--- config.mk ---
export PLATFORM = sky130hd
export DESIGN_NAME = trap_unit
export DESIGN_NICKNAME = d
export VERILOG_FILES = /design/src/rtl/trap_pkg.sv /design/src/rtl/trap_detect.sv /design/src/rtl/trap_irq.sv /design/src/rtl/trap_prio.sv /design/src/rtl/trap_unit.sv
export SDC_FILE = /design/constraint.sdc
export NUM_CORES = 1
export LEC_CHECK = 0
export ABC_AREA = 1
export BUFFER_PORTS_ARGS = -buffer_cell sky130_fd_sc_hd__clkbuf_2
export CORE_MARGIN = 4
export CORE_UTILIZATION = 50
export DETAILED_ROUTE_END_ITERATION = 8
export PLACE_DENSITY = 0.86
export SLEW_MARGIN = 40
export SYNTH_ARGS = -nofsm -noshare
export SYNTH_HDL_FRONTEND = slang
export SYNTH_SLANG_ARGS = --single-unit
--- constraint.sdc ---
create_clock -name clk -period 1.8 [get_ports clk]
set_input_delay 0.27 -clock clk [delete_from_list [all_inputs] [get_ports clk]]
set_output_delay 0.27 -clock clk [all_outputs]
set_load 0.01 [all_outputs]
--- src/rtl/trap_pkg.sv ---
package trap_pkg;

    localparam int XLEN = 32;

    typedef enum logic [4:0] {
        EC_INT  = 5'd0,
        EC_ADEL = 5'd4,
        EC_ADES = 5'd5,
        EC_IBE  = 5'd6,
        EC_DBE  = 5'd7,
        EC_SYS  = 5'd8,
        EC_BP   = 5'd9,
        EC_RI   = 5'd10,
        EC_OV   = 5'd12,
        EC_TR   = 5'd13,
        EC_FPE  = 5'd15
    } exc_code_e;

    // fault flags gathered from the pipeline for the presented instruction
    typedef struct packed {
        logic if_adr;
        logic if_bus;
        logic ri;
        logic sys;
        logic bp;
        logic ov;
        logic tr;
        logic fpe;
        logic d_adr;
        logic d_bus;
        logic d_store;
        logic eret;
    } flt_t;

    // outcome of arbitration
    typedef struct packed {
        logic            take;
        logic            nmi;
        exc_code_e       code;
        logic            epc_next;
        logic            bad_we;
        logic [XLEN-1:0] bad_val;
    } sel_t;

    localparam logic [XLEN-1:0] ERET_WORD = 32'h4200_0018;
    localparam logic [5:0]      FN_SYS    = 6'h0C;
    localparam logic [5:0]      FN_BRK    = 6'h0D;

endpackage

--- src/rtl/trap_detect.sv ---
module trap_detect
    import trap_pkg::*;
(
    input  logic            kmode,
    input  logic            ex_valid,
    input  logic [XLEN-1:0] ex_pc,
    input  logic [XLEN-1:0] ex_instr,
    input  logic            resv_in,
    input  logic            ibus_err,
    input  logic            ovf_in,
    input  logic            trap_in,
    input  logic            fpe_in,
    input  logic            mem_ld,
    input  logic            mem_st,
    input  logic [1:0]      mem_size,
    input  logic [XLEN-1:0] mem_vaddr,
    input  logic            dbus_err,
    output flt_t            flt
);
    logic is_eret;
    logic is_special;
    logic misalign;

    always_comb begin
        flt        = '0;
        is_eret    = (ex_instr == ERET_WORD);
        is_special = (ex_instr[31:26] == 6'd0);
        unique case (mem_size)
            2'd0:    misalign = 1'b0;
            2'd1:    misalign = mem_vaddr[0];
            default: misalign = (mem_vaddr[1:0] != 2'b00);
        endcase
        if (ex_valid) begin
            flt.if_adr = (ex_pc[1:0] != 2'b00) || (!kmode && ex_pc[XLEN-1]);
            flt.if_bus = ibus_err;
            flt.ri     = resv_in || (is_eret && !kmode);
            flt.eret   = is_eret && kmode;
            flt.sys    = is_special && (ex_instr[5:0] == FN_SYS);
            flt.bp     = is_special && (ex_instr[5:0] == FN_BRK);
            flt.ov     = ovf_in;
            flt.tr     = trap_in;
            flt.fpe    = fpe_in;
            if (mem_ld || mem_st) begin
                flt.d_adr   = misalign || (!kmode && mem_vaddr[XLEN-1]);
                flt.d_bus   = dbus_err;
                flt.d_store = mem_st;
            end
        end
    end

endmodule

--- src/rtl/trap_irq.sv ---
module trap_irq #(
    parameter int NIRQ = 6
) (
    input  logic            enable,
    input  logic [NIRQ-1:0] irq_in,
    input  logic [NIRQ-1:0] imask,
    output logic            irq_go
);
    logic [NIRQ-1:0] hit;

    for (genvar i = 0; i < NIRQ; i++) begin : g_line
        assign hit[i] = irq_in[i] & imask[i];
    end

    assign irq_go = enable && (|hit);

endmodule

--- src/rtl/trap_prio.sv ---
module trap_prio
    import trap_pkg::*;
(
    input  logic            nmi_go,
    input  logic            irq_go,
    input  flt_t            flt,
    input  logic [XLEN-1:0] ex_pc,
    input  logic [XLEN-1:0] mem_vaddr,
    output sel_t            sel,
    output logic            eret_go
);
    always_comb begin
        sel      = '0;
        sel.code = EC_INT;
        eret_go  = 1'b0;
        if (nmi_go) begin
            sel.take = 1'b1;
            sel.nmi  = 1'b1;
        end else if (flt.if_adr) begin
            sel.take    = 1'b1;
            sel.code    = EC_ADEL;
            sel.bad_we  = 1'b1;
            sel.bad_val = ex_pc;
        end else if (flt.if_bus) begin
            sel.take = 1'b1;
            sel.code = EC_IBE;
        end else if (flt.ri) begin
            sel.take = 1'b1;
            sel.code = EC_RI;
        end else if (flt.sys) begin
            sel.take     = 1'b1;
            sel.code     = EC_SYS;
            sel.epc_next = 1'b1;
        end else if (flt.bp) begin
            sel.take     = 1'b1;
            sel.code     = EC_BP;
            sel.epc_next = 1'b1;
        end else if (flt.ov) begin
            sel.take     = 1'b1;
            sel.code     = EC_OV;
            sel.epc_next = 1'b1;
        end else if (flt.tr) begin
            sel.take     = 1'b1;
            sel.code     = EC_TR;
            sel.epc_next = 1'b1;
        end else if (flt.fpe) begin
            sel.take     = 1'b1;
            sel.code     = EC_FPE;
            sel.epc_next = 1'b1;
        end else if (flt.d_adr) begin
            sel.take    = 1'b1;
            sel.code    = flt.d_store ? EC_ADES : EC_ADEL;
            sel.bad_we  = 1'b1;
            sel.bad_val = mem_vaddr;
        end else if (flt.d_bus) begin
            sel.take = 1'b1;
            sel.code = EC_DBE;
        end else if (irq_go) begin
            sel.take = 1'b1;
        end else if (flt.eret) begin
            eret_go = 1'b1;
        end
    end

endmodule

--- src/rtl/trap_unit.sv ---
module trap_unit
    import trap_pkg::*;
#(
    parameter int              NIRQ = 6,
    parameter logic [XLEN-1:0] VEC  = 32'h8000_0180
) (
    input  logic            clk,
    input  logic            rst_n,
    input  logic            ex_valid,
    input  logic [XLEN-1:0] ex_pc,
    input  logic [XLEN-1:0] ex_instr,
    input  logic            resv_in,
    input  logic            ibus_err,
    input  logic            ovf_in,
    input  logic            trap_in,
    input  logic            fpe_in,
    input  logic            mem_ld,
    input  logic            mem_st,
    input  logic [1:0]      mem_size,
    input  logic [XLEN-1:0] mem_vaddr,
    input  logic            dbus_err,
    input  logic [NIRQ-1:0] irq_in,
    input  logic            nmi_in,
    input  logic            csr_we,
    input  logic [NIRQ:0]   csr_wdata,
    output logic            redirect_valid,
    output logic [XLEN-1:0] redirect_pc,
    output logic            kernel_mode,
    output logic [NIRQ-1:0] irq_mask,
    output logic [XLEN-1:0] epc_out,
    output logic [4:0]      cause_out,
    output logic [XLEN-1:0] badvaddr_out
);
    localparam logic [XLEN-1:0] INSN_BYTES = XLEN'(4);

    typedef struct packed {
        logic            kmode;
        logic [NIRQ-1:0] imask;
        logic [XLEN-1:0] epc;
        exc_code_e       cause;
        logic [XLEN-1:0] badva;
        logic            nmi_prev;
        logic            nmi_pend;
        logic            rd_valid;
        logic [XLEN-1:0] rd_pc;
    } st_t;

    st_t  q, d;
    flt_t flt;
    sel_t sel;
    logic irq_go;
    logic nmi_go;
    logic eret_go;
    logic take_w;

    trap_detect u_detect (
        .kmode     (q.kmode),
        .ex_valid  (ex_valid),
        .ex_pc     (ex_pc),
        .ex_instr  (ex_instr),
        .resv_in   (resv_in),
        .ibus_err  (ibus_err),
        .ovf_in    (ovf_in),
        .trap_in   (trap_in),
        .fpe_in    (fpe_in),
        .mem_ld    (mem_ld),
        .mem_st    (mem_st),
        .mem_size  (mem_size),
        .mem_vaddr (mem_vaddr),
        .dbus_err  (dbus_err),
        .flt       (flt)
    );

    trap_irq #(.NIRQ(NIRQ)) u_irq (
        .enable (ex_valid && !q.kmode),
        .irq_in (irq_in),
        .imask  (q.imask),
        .irq_go (irq_go)
    );

    assign nmi_go = ex_valid && q.nmi_pend;

    trap_prio u_prio (
        .nmi_go    (nmi_go),
        .irq_go    (irq_go),
        .flt       (flt),
        .ex_pc     (ex_pc),
        .mem_vaddr (mem_vaddr),
        .sel       (sel),
        .eret_go   (eret_go)
    );

    assign take_w = sel.take;

    always_comb begin
        d          = q;
        d.rd_valid = 1'b0;
        d.nmi_prev = nmi_in;
        if (sel.take) begin
            d.kmode    = 1'b1;
            d.epc      = sel.epc_next ? (ex_pc + INSN_BYTES) : ex_pc;
            d.cause    = sel.code;
            d.rd_valid = 1'b1;
            d.rd_pc    = VEC;
            if (sel.bad_we) begin
                d.badva = sel.bad_val;
            end
            if (sel.nmi) begin
                d.nmi_pend = 1'b0;
            end
        end else if (eret_go) begin
            d.kmode    = 1'b0;
            d.rd_valid = 1'b1;
            d.rd_pc    = q.epc;
        end else if (csr_we && q.kmode) begin
            d.kmode = csr_wdata[0];
            d.imask = csr_wdata[NIRQ:1];
        end
        if (nmi_in && !q.nmi_prev) begin
            d.nmi_pend = 1'b1;
        end
    end

    always_ff @(posedge clk or negedge rst_n) begin
        if (!rst_n) begin
            q          <= '0;
            q.kmode    <= 1'b1;
            q.nmi_prev <= 1'b1;
        end else begin
            q <= d;
        end
    end

    assign redirect_valid = q.rd_valid;
    assign redirect_pc    = q.rd_pc;
    assign kernel_mode    = q.kmode;
    assign irq_mask       = q.imask;
    assign epc_out        = q.epc;
    assign cause_out      = q.cause;
    assign badvaddr_out   = q.badva;

endmodule

* Yosys cells after proc, flatten, opt, wreduce, memory -nomap -nowiden
Index checks and enable logic that the tools add are counted.
** Storage, ports and cells
- Output and inout port bits :: 109
- Word-level logic and storage cells :: 112
- Bits in registers :: 111
- Input bits :: 124
** Operators by class
- Reduce and logical (&&, ||, !) cells :: 29
- Equality and inequality tests :: 4
- $add $sub $neg :: 1
- Bitwise operators :: 8
- Multiplexer cells :: 61
** Operators by type and width (number)
- 2-to-1 mux 33 bit :: 9
- 2-to-1 mux 34 bit :: 2
- 2-to-1 mux 39 bit :: 1
- 2-to-1 mux 1 bit :: 34
- adder 32 x 3 -> 32 bit (second input constant) :: 1
- equality test 32 x 31 -> 1 bit (second input constant) :: 1
- 2-to-1 mux 32 bit :: 1
- 2-to-1 mux 5 bit :: 5
- 2-to-1 mux 6 bit :: 4
- equality test 6 x 4 -> 1 bit (second input constant) :: 2
- 2-to-1 mux 12 bit :: 1
- logical AND 1 bit :: 11
- nonzero test 2 bit :: 5
- 2-to-1 mux 7 bit :: 1
- bitwise AND 1 bit :: 6
- logical NOT 6 bit :: 1
- 2-to-1 mux 3 bit :: 2
- OR reduction 6 bit :: 1
- logical OR 1 bit :: 4
- AND reduction 2 bit :: 2
- AND reduction 3 bit :: 1
- nonzero test 3 bit :: 1
- equality test 2 x 1 -> 1 bit (second input constant) :: 1
- logical NOT 1 bit :: 2
- other kinds (3) :: 4

* Logic depth before layout (Yosys ltp)
Gate-level depths: netlist of the first run.
- Word-level depth :: 20
- Mapped depth :: 13
- Mapped depth without buffers :: 12

* By module
A second synthesis of the first run with hierarchy kept.
** Unflattened totals
- Cell total of the unflattened synthesis :: 851
- Area, all modules :: 6891.6 sq um
** Modules (own cells, without submodules)
- trap_unit :: instances 1, area each 5713.0 sq um, cells an instance 625, seq. area each 2780.2 sq um
- trap_prio :: instances 1, area each 855.8 sq um, cells an instance 149, seq. area each 0.0 sq um
- trap_detect :: instances 1, area each 272.8 sq um, cells an instance 64, seq. area each 0.0 sq um
- trap_irq :: instances 1, area each 50.0 sq um, cells an instance 13, seq. area each 0.0 sq um

* Worst setup path after synthesis of the first run
Ideal clock, no wire load.
- Path type :: register -> register
- Start point :: register, netlist name kernel_mode
- End point :: register q (netlist bit redirect_pc[23])
- Cell stages (with the launch flop) :: 13
- Setup slack :: 0.090 ns
- Arrival time :: 1.627 ns
- Path buffers :: 2
- Setup time :: 0.083 ns
- Clock period less this slack :: 1.710 ns
- Data required time :: 1.717 ns
- Cell sequence :: dfstp_2 inv_2 nand2_1 nand3_1 nand3_1 nand2_1 clkinv_1 nand3_2 nor2_4 buf_6 buf_6 nand3_2 o21ai_0
** On the way
- Longest elaborated chain between the ends :: 16
- Elaborated cells on any way between the ends :: 39
- Those cells by class :: mux (28); reduce/logical (11)
** RTL lines
- logical AND 1 bit / logical NOT 1 bit (equally long branches)
- 2-to-1 mux 12 bit (tied with other cells) :: RTL line trap_detect.sv:33 : if (ex_valid) begin
- 2-to-1 mux 1 bit (tied with other cells) :: RTL line trap_prio.sv:60 : end else if (flt.eret) begin
- 2-to-1 mux 1 bit / 2-to-1 mux 3 bit (equally long branches) :: RTL line trap_prio.sv:58, trap_detect.sv:43
- 2-to-1 mux 1 bit / 2-to-1 mux 12 bit (equally long branches) :: RTL line trap_prio.sv:55, trap_detect.sv:33
- 2-to-1 mux 1 bit :: RTL line trap_prio.sv:50 : end else if (flt.d_adr) begin
- 2-to-1 mux 1 bit :: RTL line trap_prio.sv:46 : end else if (flt.fpe) begin
- 2-to-1 mux 1 bit :: RTL line trap_prio.sv:42 : end else if (flt.tr) begin
- 2-to-1 mux 1 bit :: RTL line trap_prio.sv:38 : end else if (flt.ov) begin
- 2-to-1 mux 1 bit :: RTL line trap_prio.sv:34 : end else if (flt.bp) begin
- 2-to-1 mux 1 bit :: RTL line trap_prio.sv:30 : end else if (flt.sys) begin
- 2-to-1 mux 1 bit :: RTL line trap_prio.sv:27 : end else if (flt.ri) begin
- 2-to-1 mux 1 bit :: RTL line trap_prio.sv:24 : end else if (flt.if_bus) begin
- 2-to-1 mux 1 bit :: RTL line trap_prio.sv:19 : end else if (flt.if_adr) begin
- 2-to-1 mux 1 bit :: RTL line trap_prio.sv:16 : if (nmi_go) begin
- nonzero test 2 bit (no line) / 2-to-1 mux 33 bit (equally long branches)
- to (decl) :: RTL line trap_unit.sv:48 : st_t q, d;
Several ways; a longest one is shown, not always the timed one.
A chain may end at the register's enable or synchronous reset.

* Worst setup path in the final report of the first run
- Start point :: register, netlist name kernel_mode
- End point :: register q (netlist bit redirect_pc[30])
** On the way
- Longest elaborated chain between the ends :: 16
- Elaborated cells on any way between the ends :: 39
- Those cells by class :: mux (28); reduce/logical (11)
** RTL lines (RTL line)
- logical AND 1 bit / logical NOT 1 bit (equally long branches)
- 2-to-1 mux 12 bit (tied with other cells) :: trap_detect.sv:33
- 2-to-1 mux 1 bit (tied with other cells) :: trap_prio.sv:60
- 2-to-1 mux 1 bit / 2-to-1 mux 3 bit (equally long branches) :: trap_prio.sv:58, trap_detect.sv:43
- 2-to-1 mux 1 bit / 2-to-1 mux 12 bit (equally long branches) :: trap_prio.sv:55, trap_detect.sv:33
- 2-to-1 mux 1 bit :: trap_prio.sv:50
- 2-to-1 mux 1 bit :: trap_prio.sv:46
- 2-to-1 mux 1 bit :: trap_prio.sv:42
- 2-to-1 mux 1 bit :: trap_prio.sv:38
- 2-to-1 mux 1 bit :: trap_prio.sv:34
- 2-to-1 mux 1 bit :: trap_prio.sv:30
- 2-to-1 mux 1 bit :: trap_prio.sv:27
- 2-to-1 mux 1 bit :: trap_prio.sv:24
- 2-to-1 mux 1 bit :: trap_prio.sv:19
- 2-to-1 mux 1 bit :: trap_prio.sv:16
- nonzero test 2 bit (no line) / 2-to-1 mux 33 bit (equally long branches)
Several ways; a longest one is shown, not always the timed one.

==> results of run 1 <==
cells by family after synthesis:
group,Yosys count,synth area share (%)
buffers and inverters,223,17.5
flip-flops,110,36.6
other,1,0.0498
AO/OA/AOI/OAI,41,2.81
adder cells (fa/ha/maj),1,0.166
AND/OR/NAND/NOR,721,41.2
XOR/XNOR,15,1.74
timing repair:
action,4_1_cts,5_1_grt
pin swaps,6,19
resized for setup,22,78
hold endpoints to repair,34,0
gates cloned,0,11
endpoints found under the setup margin,70,108
buffers inserted,15,9
hold buffers,2,0
cell usage after synthesis, drive strengths merged:
| master | count | area share (%) |
|---|---|---|
| and2 | 1 | 0.083 |
| nand3 | 52 | 4.5 |
| nor2 | 111 | 5.7 |
| or2 | 1 | 0.083 |
| dfrtp | 108 | 36 |
| buf | 139 | 13 |
| clkbuf | 20 | 1.0 |
| nand4 | 68 | 5.6 |
| clkinv | 1 | 0.050 |
| xnor2 | 5 | 0.58 |
| conb | 1 | 0.050 |
| inv | 63 | 3.1 |
| dfstp | 2 | 0.70 |
| nand2 | 469 | 23 |
| o211ai | 1 | 0.10 |
| nor3 | 3 | 0.20 |
| a21oi | 2 | 0.18 |
| xor2 | 10 | 1.2 |
| o21ai | 38 | 2.5 |
| nand3b | 16 | 1.6 |
| ha | 1 | 0.17 |
where the power goes:
group | switching, mW | leakage, nW | internal (mW)
sequential | 0.193 | 1.38 | 2.74
clock | 1.01 | 0.151 | 1.11
combinational | 1.09 | 3.77 | 0.754
worst max-delay path by stage:
stage | start | end | slack, ns
after floorplan | kernel_mode | redirect_pc[23] | 0.09
after global placement | ex_valid | epc_out[3] | -0.14
after detailed placement | ex_valid | epc_out[2] | -0.14
after CTS | kernel_mode | redirect_pc[19] | -0.05
after global routing | kernel_mode | redirect_pc[30] | -0.18
final | kernel_mode | redirect_pc[30] | -0.09
per-layer routing:
| layer | GRT usage (%) | vias to the layer above | routed length (µm) |
|---|---|---|---|
| met2 | 41.5 | 384 | 11300 |
| li1 | - | 3753 | - |
| met4 | 6.05 | 0 | 400 |
| met3 | 4.88 | 28 | 1950 |
| met5 | 0 | - | 0 |
| met1 | 35.8 | 3629 | 10300 |
registers in the layout, summed over array words and instances, names as in the netlist:
register / cells
badvaddr_out: 32
epc_out: 32
redirect_pc: 32
irq_mask: 6
cause_out: 4
q: 2
kernel_mode: 1
redirect_valid: 1
through the flow:
stage                     utilization, %  cells  power, mW  setup slack [ns]
final                               65.0   1473       6.90           -0.0896
after global routing                65.0   1473       7.25            -0.185
after CTS                           61.4   1456       6.77           -0.0529
after detailed placement            57.9   1424       4.60            -0.144
after global placement              57.9   1424       4.56            -0.136
after floorplan                        -   1112       4.11            0.0901
critical path: stages (launching register included):
cell and delay [ns]:
dfstp_2 0.57, inv_4 0.06, nand2_2 0.07, nand3_2 0.11
nand2_2 0.16, nand3_4 0.11, nor2_4 0.14, buf_12 0.16
buf_12 0.13, buf_6 0.11, nand2_2 0.06, o21ai_1 0.13
cell type report:
type                    instances  area [µm²]
fillers                      1245        5120
multi-input cells             779        3750
flip-flops and latches        110        2760
repair buffers                318        2200
inverters                      64         258
well taps                     184         230
clock buffers                   9         225
clock inverters                 7        91.3
repair inverters                2        17.5
==> key figures, run 1 <==
Floorplan
  • Ports: 233
  • Die Footprint: 17100 µm²
  • Initial core utilization: between 50% and 60%
  • Die H: 131 µm
  • FP Rows: 44
  • Die X: 131 µm
  • Core area: 14600 µm²

Logic synthesis
  • Mapped Cells: around 1100
  • Synth Register Bits: 110
  • Mapped Area: between 7000 and 8000 µm²
  • Syn Area/Cell: a little under 7 µm²
  • Synth cell types: 31
  • Yosys warns: 0
  • Net count after synthesis: between 1000 and 1500
  • Sequential fraction of the synthesis area: between 30% and 40%

Cells and area
  • ANT cells: 0
  • Commonest non-fill, non-tap cell in the layout: nand2_1
  • Cell area after layout: around 9500 µm²
  • Share of layout cells above drive strength 1: around a third
  • Final net count: 1409
  • Most frequent cells in the layout: nand2_1, clkbuf_2, dfrtp_1
  • Area Growth Syn to Fin: 26.5%

Timing
  • Rel. slew slack: 62.3%
  • Slew Limit Fails: 0
  • Final WS setup: -0.0896 ns
  • Setup violators final: 61
  • Tmin final: approximately 1.9 ns
  • Hold Violations, Final: 0
  • Worst-margin pin slew: roughly 0.57 ns
  • Sum Neg Setup Slack: -1.32 ns
  • Final clock skew: ~0.0055 ns
  • Fmax: between 500 and 600 MHz
  • RSZ-0062 raised after global routing: true
  • Period utilisation layout: 105%
  • WHS: between 0.1 and 0.15 ns

Power
  • Leakage: roughly 5.3 nW
  • Worst IR drop on VDD: between 600 and 700 µV
  • Power Dens Cells: between 700 and 800 nW/µm²

Critical path
  • Crit path capture type: flop
  • Required @ worst endpoint: approximately 2.1 ns
  • Reg-to-reg slack, setup: -0.09 ns
  • Worst setup SP type: flop
  • Crit Reg-Reg Endpoint: redirect_pc[30]
  • WS Path Type: flop to flop
  • Critical path arrival: approximately 2.2 ns
  • Cells on worst reg2reg path: 11
  • CP max FO: 8
  • Worst r2r src: kernel_mode

Global routing
  • First-pass GRT wire length: 34.9 mm
  • Number of global-route vias before repair: 7047
  • Largest net degree at the start of global routing: 46
  • Gr usage total: between 20 and 30%
  • Antenna violations before repair: 0
  • Remaining Overflow, GRT: 0

Placed design
  • Placed instance area: 8470 µm²
  • Final HPWL DP: between 15 and 20 mm
  • Port-buffer cells: about 230
  • Final GP Congestion: approximately 0.94

Routing
  • Initial DRC Count: between 700 and 800
  • Post-route DRC: 0
  • Via Count: a little under 8000
  • WL final: around 24 mm
  • Via density: approximately 5.3
  • Drt wl/cell: about 16 µm
  • Drt pass-1 iters: 5
  • Antenna viol nets, final: 0

Clock network
  • Num CTS Buffers: 9
  • Clock transition at the registers of the reported paths: ~0.080 ns
  • Root Driver: clkbuf_16
  • Clk buf depth: 2
  • CTS tree: built
  • CTS H-tree depth: 3
  • Clk Latency, worst-skew pair: approximately 0.36 ns
  • Clock sinks: 110

Worst hold path
  • Hold path cells: 3
  • Min-delay worst type: input pin to flop
  • End of the worst hold path: irq_mask[3]
  • Hold Crit Start: csr_wdata[4]

Run status
  • Violated checks: setup timing
  • Outcome: complete, but fails checks

Flow run
  • Max Cap Viol: 0
Note: power is estimated with default switching activity, not from simulation.
==> inputs of run 2 (changes only) <==
Settings changed: CORE_MARGIN 4 to default.
==> run 2 against run 1 <==
  * The run still ends with setup timing left
  * Routed wire length is 3.8% lower
  * Final cell count fell by 0.61%
  * Non-clock buffer count fell by 7
  * Clock power is 7% lower
  * Critical path depth is 2 higher
  * Combinational power hardly changed
  * Via count down 0.18%
  * Count of clock-buffer cells in the layout grew 1
  * Critical endpoint is now redirect_pc[14]
==> key figures, run 2 (synthesis gave the netlist of run 1 again) <==
Run status
  • Outcome: complete, but fails checks
  • Violated checks: setup timing

Timing
  • Fmax: ~530 MHz
  • Final WS setup: -0.104 ns
  • WHS: roughly 0.15 ns
  • Tmin final: approximately 1.9 ns
  • Hold Violations, Final: 0
  • Slew Limit Fails: 0
  • Final clock skew: around 0.0097 ns
  • Setup violators final: 39
  • Period utilisation layout: 106%
  • RSZ-0062 raised after global routing: true

Floorplan
  • Core area: around 15000 µm²
  • FP Rows: between 40 and 50
  • Die X: between 100 and 150 µm
  • Ports: ~230
  • Die Footprint: about 16000 µm²
  • Initial core utilization: between 50 and 60%
  • Die H: 125 µm

Clock network
  • Clk Latency, worst-skew pair: approximately 0.36 ns
  • Clk buf depth: 2
  • CTS H-tree depth: 3
  • CTS tree: built
  • Root Driver: clkbuf_16
  • Clock sinks: 110
  • Num CTS Buffers: 9
  • Clock transition at the registers of the reported paths: around 0.080 ns

Flow run
  • Max Cap Viol: 0

Cells and area
  • Commonest non-fill, non-tap cell in the layout: nand2_1
  • Final net count: 1400
  • Most frequent cells in the layout: nand2_1, clkbuf_2, dfrtp_1
  • Fill cells: 1190
  • ANT cells: 0
  • Register area: 2760 µm²
  • Share of layout cells above drive strength 1: around a third
  • Area of the multi-input gates: approximately 3800 µm²
  • Area Growth Syn to Fin: 26.1%

Routing
  • Drt pass-1 iters: 8
  • Antenna viol nets, final: 0
  • Drt wl/cell: about 16 µm
  • WL final: approximately 23 mm
  • Via Count: 7780
  • Via density: about 5.3
  • Initial DRC Count: roughly 750
  • Post-route DRC: 0

Critical path
  • Worst setup SP type: flop
  • Crit path capture type: flop
  • CP max FO: 9
  • Worst-path cell chain: inv_2 -> nand2_2 -> nand3_4 -> nand3_4 -> nand2_4 -> inv_4 -> nand3_4 -> nor2_4 -> buf_12 -> buf_12 -> clkbuf_16 -> nand3_1 -> o21ai_1
  • Max incr delay on CP: about 0.56 ns
  • Crit path top cell by count: nand3_4
  • Crit path depth: 13
  • Required @ worst endpoint: 2.08 ns
  • WS Path Type: flop to flop
  • Cells on worst reg2reg path: 13
  • CP max stage cell: dfstp_2
  • WP buf/inv: 5
  • Critical path arrival: around 2.2 ns
  • CP delay by family, top: buffers and inverters

Placed design
  • Final HPWL DP: roughly 16 mm
  • Port-buffer cells: around 230
  • Final GP Congestion: ~0.9
  • Worst slack, placed: -0.120 ns

Global routing
  • First-pass GRT wire length: about 36 mm
  • Gr usage total: 28.3%
  • Largest net degree at the start of global routing: 70
  • Antenna violations before repair: 0
  • Remaining Overflow, GRT: 0
  • Number of global-route vias before repair: roughly 7200

Power
  • Leakage: 5.33 nW
  • Power Dens Cells: slightly above 700 nW/µm²
  • Worst IR drop on VDD: between 500 and 600 µV

Worst hold path
  • Min-delay worst type: input pin to flop
  • Hold path cells: 3
## run 2: changes by cell type in the layout (fill, tap and decap cells not counted), sizes merged
cell and change:
buf -5, bufinv -1, clkbuf -1, clkinv -3, inv +1
## run 2: worst min-delay path, stage by stage
cell,delay (ns)
clkbuf_2,0.08
nand4_1,0.07
nand2_1,0.05
## run 2: area by class of cell
class / count / area share (%)
Multi-Input combinational cell: 779 / 40.1
Sequential cell: 110 / 29.0
Timing Repair Buffer: 311 / 22.9
Inverter: 64 / 2.58
Tap cell: 184 / 2.43
Clock buffer: 10 / 2.41
Clock inverter: 6 / 0.554
## run 2: metal layers
| metal | GRT usage, % | wire [µm] | vias to the layer above |
|---|---|---|---|
| li1 | - | - | 3730 |
| met1 | 39.5 | 9860 | 3600 |
| met2 | 44.6 | 10800 | 390 |
| met3 | 4.42 | 1740 | 60 |
| met4 | 9.71 | 648 | 0 |
| met5 | 0 | 0 | - |
## run 2: path summary, 6_finish.rpt
check                        startpoint  slack [ns]          endpoint
min in group asynchronous         rst_n        0.37  badvaddr_out[15]
setup / recovery            kernel_mode       -0.10   redirect_pc[14]
setup reg to reg            kernel_mode       -0.10   redirect_pc[14]
max in group asynchronous         rst_n        0.72       irq_mask[5]
hold / removal             csr_wdata[2]        0.15       irq_mask[1]
hold reg to reg            cause_out[3]        0.48      cause_out[3]
## run 2: where the power goes
group / internal (mW) / switching (mW) / total (mW)
clock: 0.969 / 0.996 / 1.97
sequential: 2.74 / 0.213 / 2.95
combinational: 0.770 / 1.09 / 1.86
## run 2: timing repair
| item | 4_1_cts | 5_1_grt |
|---|---|---|
| setup endpoints to repair | 72 | 83 |
| hold buffers | 2 | 0 |
| setup buffers | 8 | 2 |
| hold endpoints to repair | 24 | 0 |
| gates resized for setup | 26 | 95 |
| pin swaps | 6 | 36 |
| gates cloned | 3 | 5 |
## run 2: per-stage QoR
step           util [%]  cells  TNS, ns  power (mW)  cell area (µm²)
2_1_floorplan         -   1112        0        4.11             7530
3_3_place_gp       58.2   1429   -0.290        4.55             8490
3_5_place_dp       58.2   1429    -4.13        4.60             8490
4_1_cts            61.9   1458   -0.653        6.61             9030
5_1_grt            65.1   1464    -7.24        7.11             9490
6_report           65.1   1464    -1.68        6.78             9490
==> inputs of run 3 (changes only) <==
Settings changed: PLACE_DENSITY 0.86 to 0.78.
==> run 3 against run 2 <==
  * The flow still finishes with violations (setup timing)
  * Register-to-register slack improved by 0.05 ns
  * Setup slack better by 0.050 ns
  * Die area unchanged
  * Total power up 3.7%
  * First-iteration DRC count down 18%
  * Critical path depth unchanged
  * Core utilization shrank 0.39 points
  * Clock power increased by 15%
  * Count of clock-buffer cells in the layout is 1 higher
  * Final cell count decreased by 0.41%
  * Fmax up 2.7%
  * Hold slack got worse by 0.0088 ns
  * Critical endpoint is now redirect_pc[13]
  * Largest cell class unchanged
==> key figures, run 3 (synthesis gave the netlist of run 1 again) <==
Run status
  • Outcome: complete, but fails checks
  • Violated checks: setup timing

Cells and area
  • Area of the multi-input gates: ~3800 µm²
  • Area Growth Syn to Fin: 25.3%
  • Most frequent cells in the layout: nand2_1, clkbuf_2, dfrtp_1
  • Fill cells: approximately 1300
  • Share of layout cells above drive strength 1: roughly a third
  • Cell area after layout: ~9400 µm²
  • Register area: 2760 µm²
  • Commonest non-fill, non-tap cell in the layout: nand2_1
  • ANT cells: 0
  • Final core utilization: 64.7%
  • Final net count: around 1400

Placed design
  • Final HPWL DP: 15.4 mm
  • Worst slack, placed: -0.0840 ns
  • Final GP Congestion: between 0.9 and 1
  • Port-buffer cells: between 200 and 250
  • Placed instance area: roughly 8400 µm²

Power
  • Seq pwr share: around two fifths
  • Total chip power: 7.03 mW
  • Clk pwr share: 32.1%
  • Net Switching: approximately 2.3 mW
  • Logic pwr share: 26.3%
  • Leakage: 5.19 nW
  • Net Sw Frac: 32.2%
  • Worst IR drop on VDD: about 530 µV
  • Power Dens Cells: approximately 750 nW/µm²
  • Total internal power: around 4.8 mW

Global routing
  • Remaining Overflow, GRT: 0
  • Largest net degree at the start of global routing: 63
  • Number of global-route vias before repair: a little over 7000
  • Antenna violations before repair: 0
  • First-pass GRT wire length: 35.7 mm
  • Gr usage total: 28.4%

Clock network
  • CTS H-tree depth: 3
  • Clock sinks: between 100 and 150
  • Clk buf depth: 2
  • Clock transition at the registers of the reported paths: 0.07 ns
  • Num CTS Buffers: 9
  • Clk Latency, worst-skew pair: 0.36 ns
  • CTS tree: built
  • Root Driver: clkbuf_16

Critical path
  • Critical path arrival: ~2.1 ns
  • Reg-to-reg slack, setup: -0.05 ns
  • Crit path capture type: flop
  • WS Path Type: flop to flop
  • Required @ worst endpoint: approximately 2.1 ns
  • Worst setup SP type: flop
  • CP max FO: 7

Floorplan
  • Core area: between 10000 and 15000 µm²
  • Die X: between 100 and 150 µm
  • Ports: 233
  • FP Rows: 44
  • Die Footprint: ~16000 µm²
  • Die H: 125 µm
  • Initial core utilization: 51.6%

Routing
  • Initial DRC Count: 616
  • Via Count: 7705
  • Post-route DRC: 0
  • Antenna viol nets, final: 0
  • Drt pass-1 iters: 5
  • Drt wl/cell: 15.8 µm
  • WL final: about 23 mm
  • Via density: about 5.3

Flow run
  • Max Cap Viol: 0

Timing
  • Setup violators final: 50
  • Slew Limit Fails: 0
  • Fmax: 540 MHz
  • Period utilisation layout: 103%
  • Tmin final: 1.85 ns
  • Final clock skew: 0.00533 ns
  • RSZ-0062 raised after global routing: true
  • Hold Violations, Final: 0
  • Final WS setup: -0.0536 ns

Worst hold path
  • Min-delay worst type: input pin to flop
==> run 3: cell count changes in the layout (fill, tap and decap cells not counted), sizes merged <==
cell,previous run,this run
inv,68,66
bufinv,0,2
clkinv,1,0
buf,74,69
==> run 3: routing by layer <==
layer  part of all wire (%)  wire length, µm  vias up  track usage [%]
met1                     43             9890     3543             40.1
met3                    8.2             1880       39             4.98
met5                      0                0        -                0
li1                       -                -     3727                -
met4                    2.3              540        0             9.99
met2                     47            10700      396             43.6
==> run 3: worst paths after layout <==
check | from | end | cells after the start
worst max register to register | kernel_mode | redirect_pc[13] | 13
worst min register to register | badvaddr_out[2] | badvaddr_out[2] | 2
worst max-delay path | kernel_mode | redirect_pc[13] | 13
min in group asynchronous | rst_n | redirect_pc[27] | 2
max in group asynchronous | rst_n | kernel_mode | 3
worst min-delay path | csr_wdata[5] | irq_mask[4] | 3
==> run 3: what timing repair did <==
| item | 4_1_cts | 5_1_grt |
|---|---|---|
| setup endpoints to repair | 60 | 95 |
| gates resized for setup | 18 | 89 |
| hold buffers | 2 | 0 |
| setup buffers | 7 | 9 |
| pin swaps | 3 | 17 |
| hold endpoints to repair | 31 | 0 |
| cloned | 4 | 6 |
==> run 3: area by class of cell <==
type	count	area share [%]
Sequential cell	110	29.2
Clock inverter	5	0.955
Inverter	64	2.63
Tap cell	184	2.44
Clock buffer	11	2.57
Multi-Input combinational cell	779	40.3
Timing Repair Buffer	305	21.9
==> run 3: critical path, cell delays in order, from the launching register on <==
cell and delay [ns]:
dfstp_2 0.54, inv_2 0.05, nand2_2 0.08, nand3_4 0.09
nand3_4 0.10, nand2_4 0.07, inv_4 0.07, nand3_4 0.06
nor2_4 0.17, buf_6 0.15, buf_6 0.13, buf_16 0.13
nand3_1 0.06, o21ai_1 0.08
==> run 3: per-stage QoR <==
step | hold WS, ns | TNS [ns] | std cells
final | 0.145 | -1.32 | 1458
after global routing | 0.156 | -6.19 | 1458
after CTS | 0.143 | -0.188 | 1446
after detailed placement | 0.232 | -1.58 | 1417
after global placement | 0.230 | -0.113 | 1417
after floorplan | -0.0256 | 0 | 1112
==> run 3: power by group through the flow <==
stage | Sequential [mW] | Combinational [mW] | Clock, mW
after floorplan | 2.90 | 1.21 | 0
after global placement | 2.96 | 1.57 | 0
after detailed placement | 2.95 | 1.60 | 0
after CTS | 2.92 | 1.68 | 2.27
after global routing | 2.95 | 2.03 | 2.37
final | 2.92 | 1.85 | 2.26
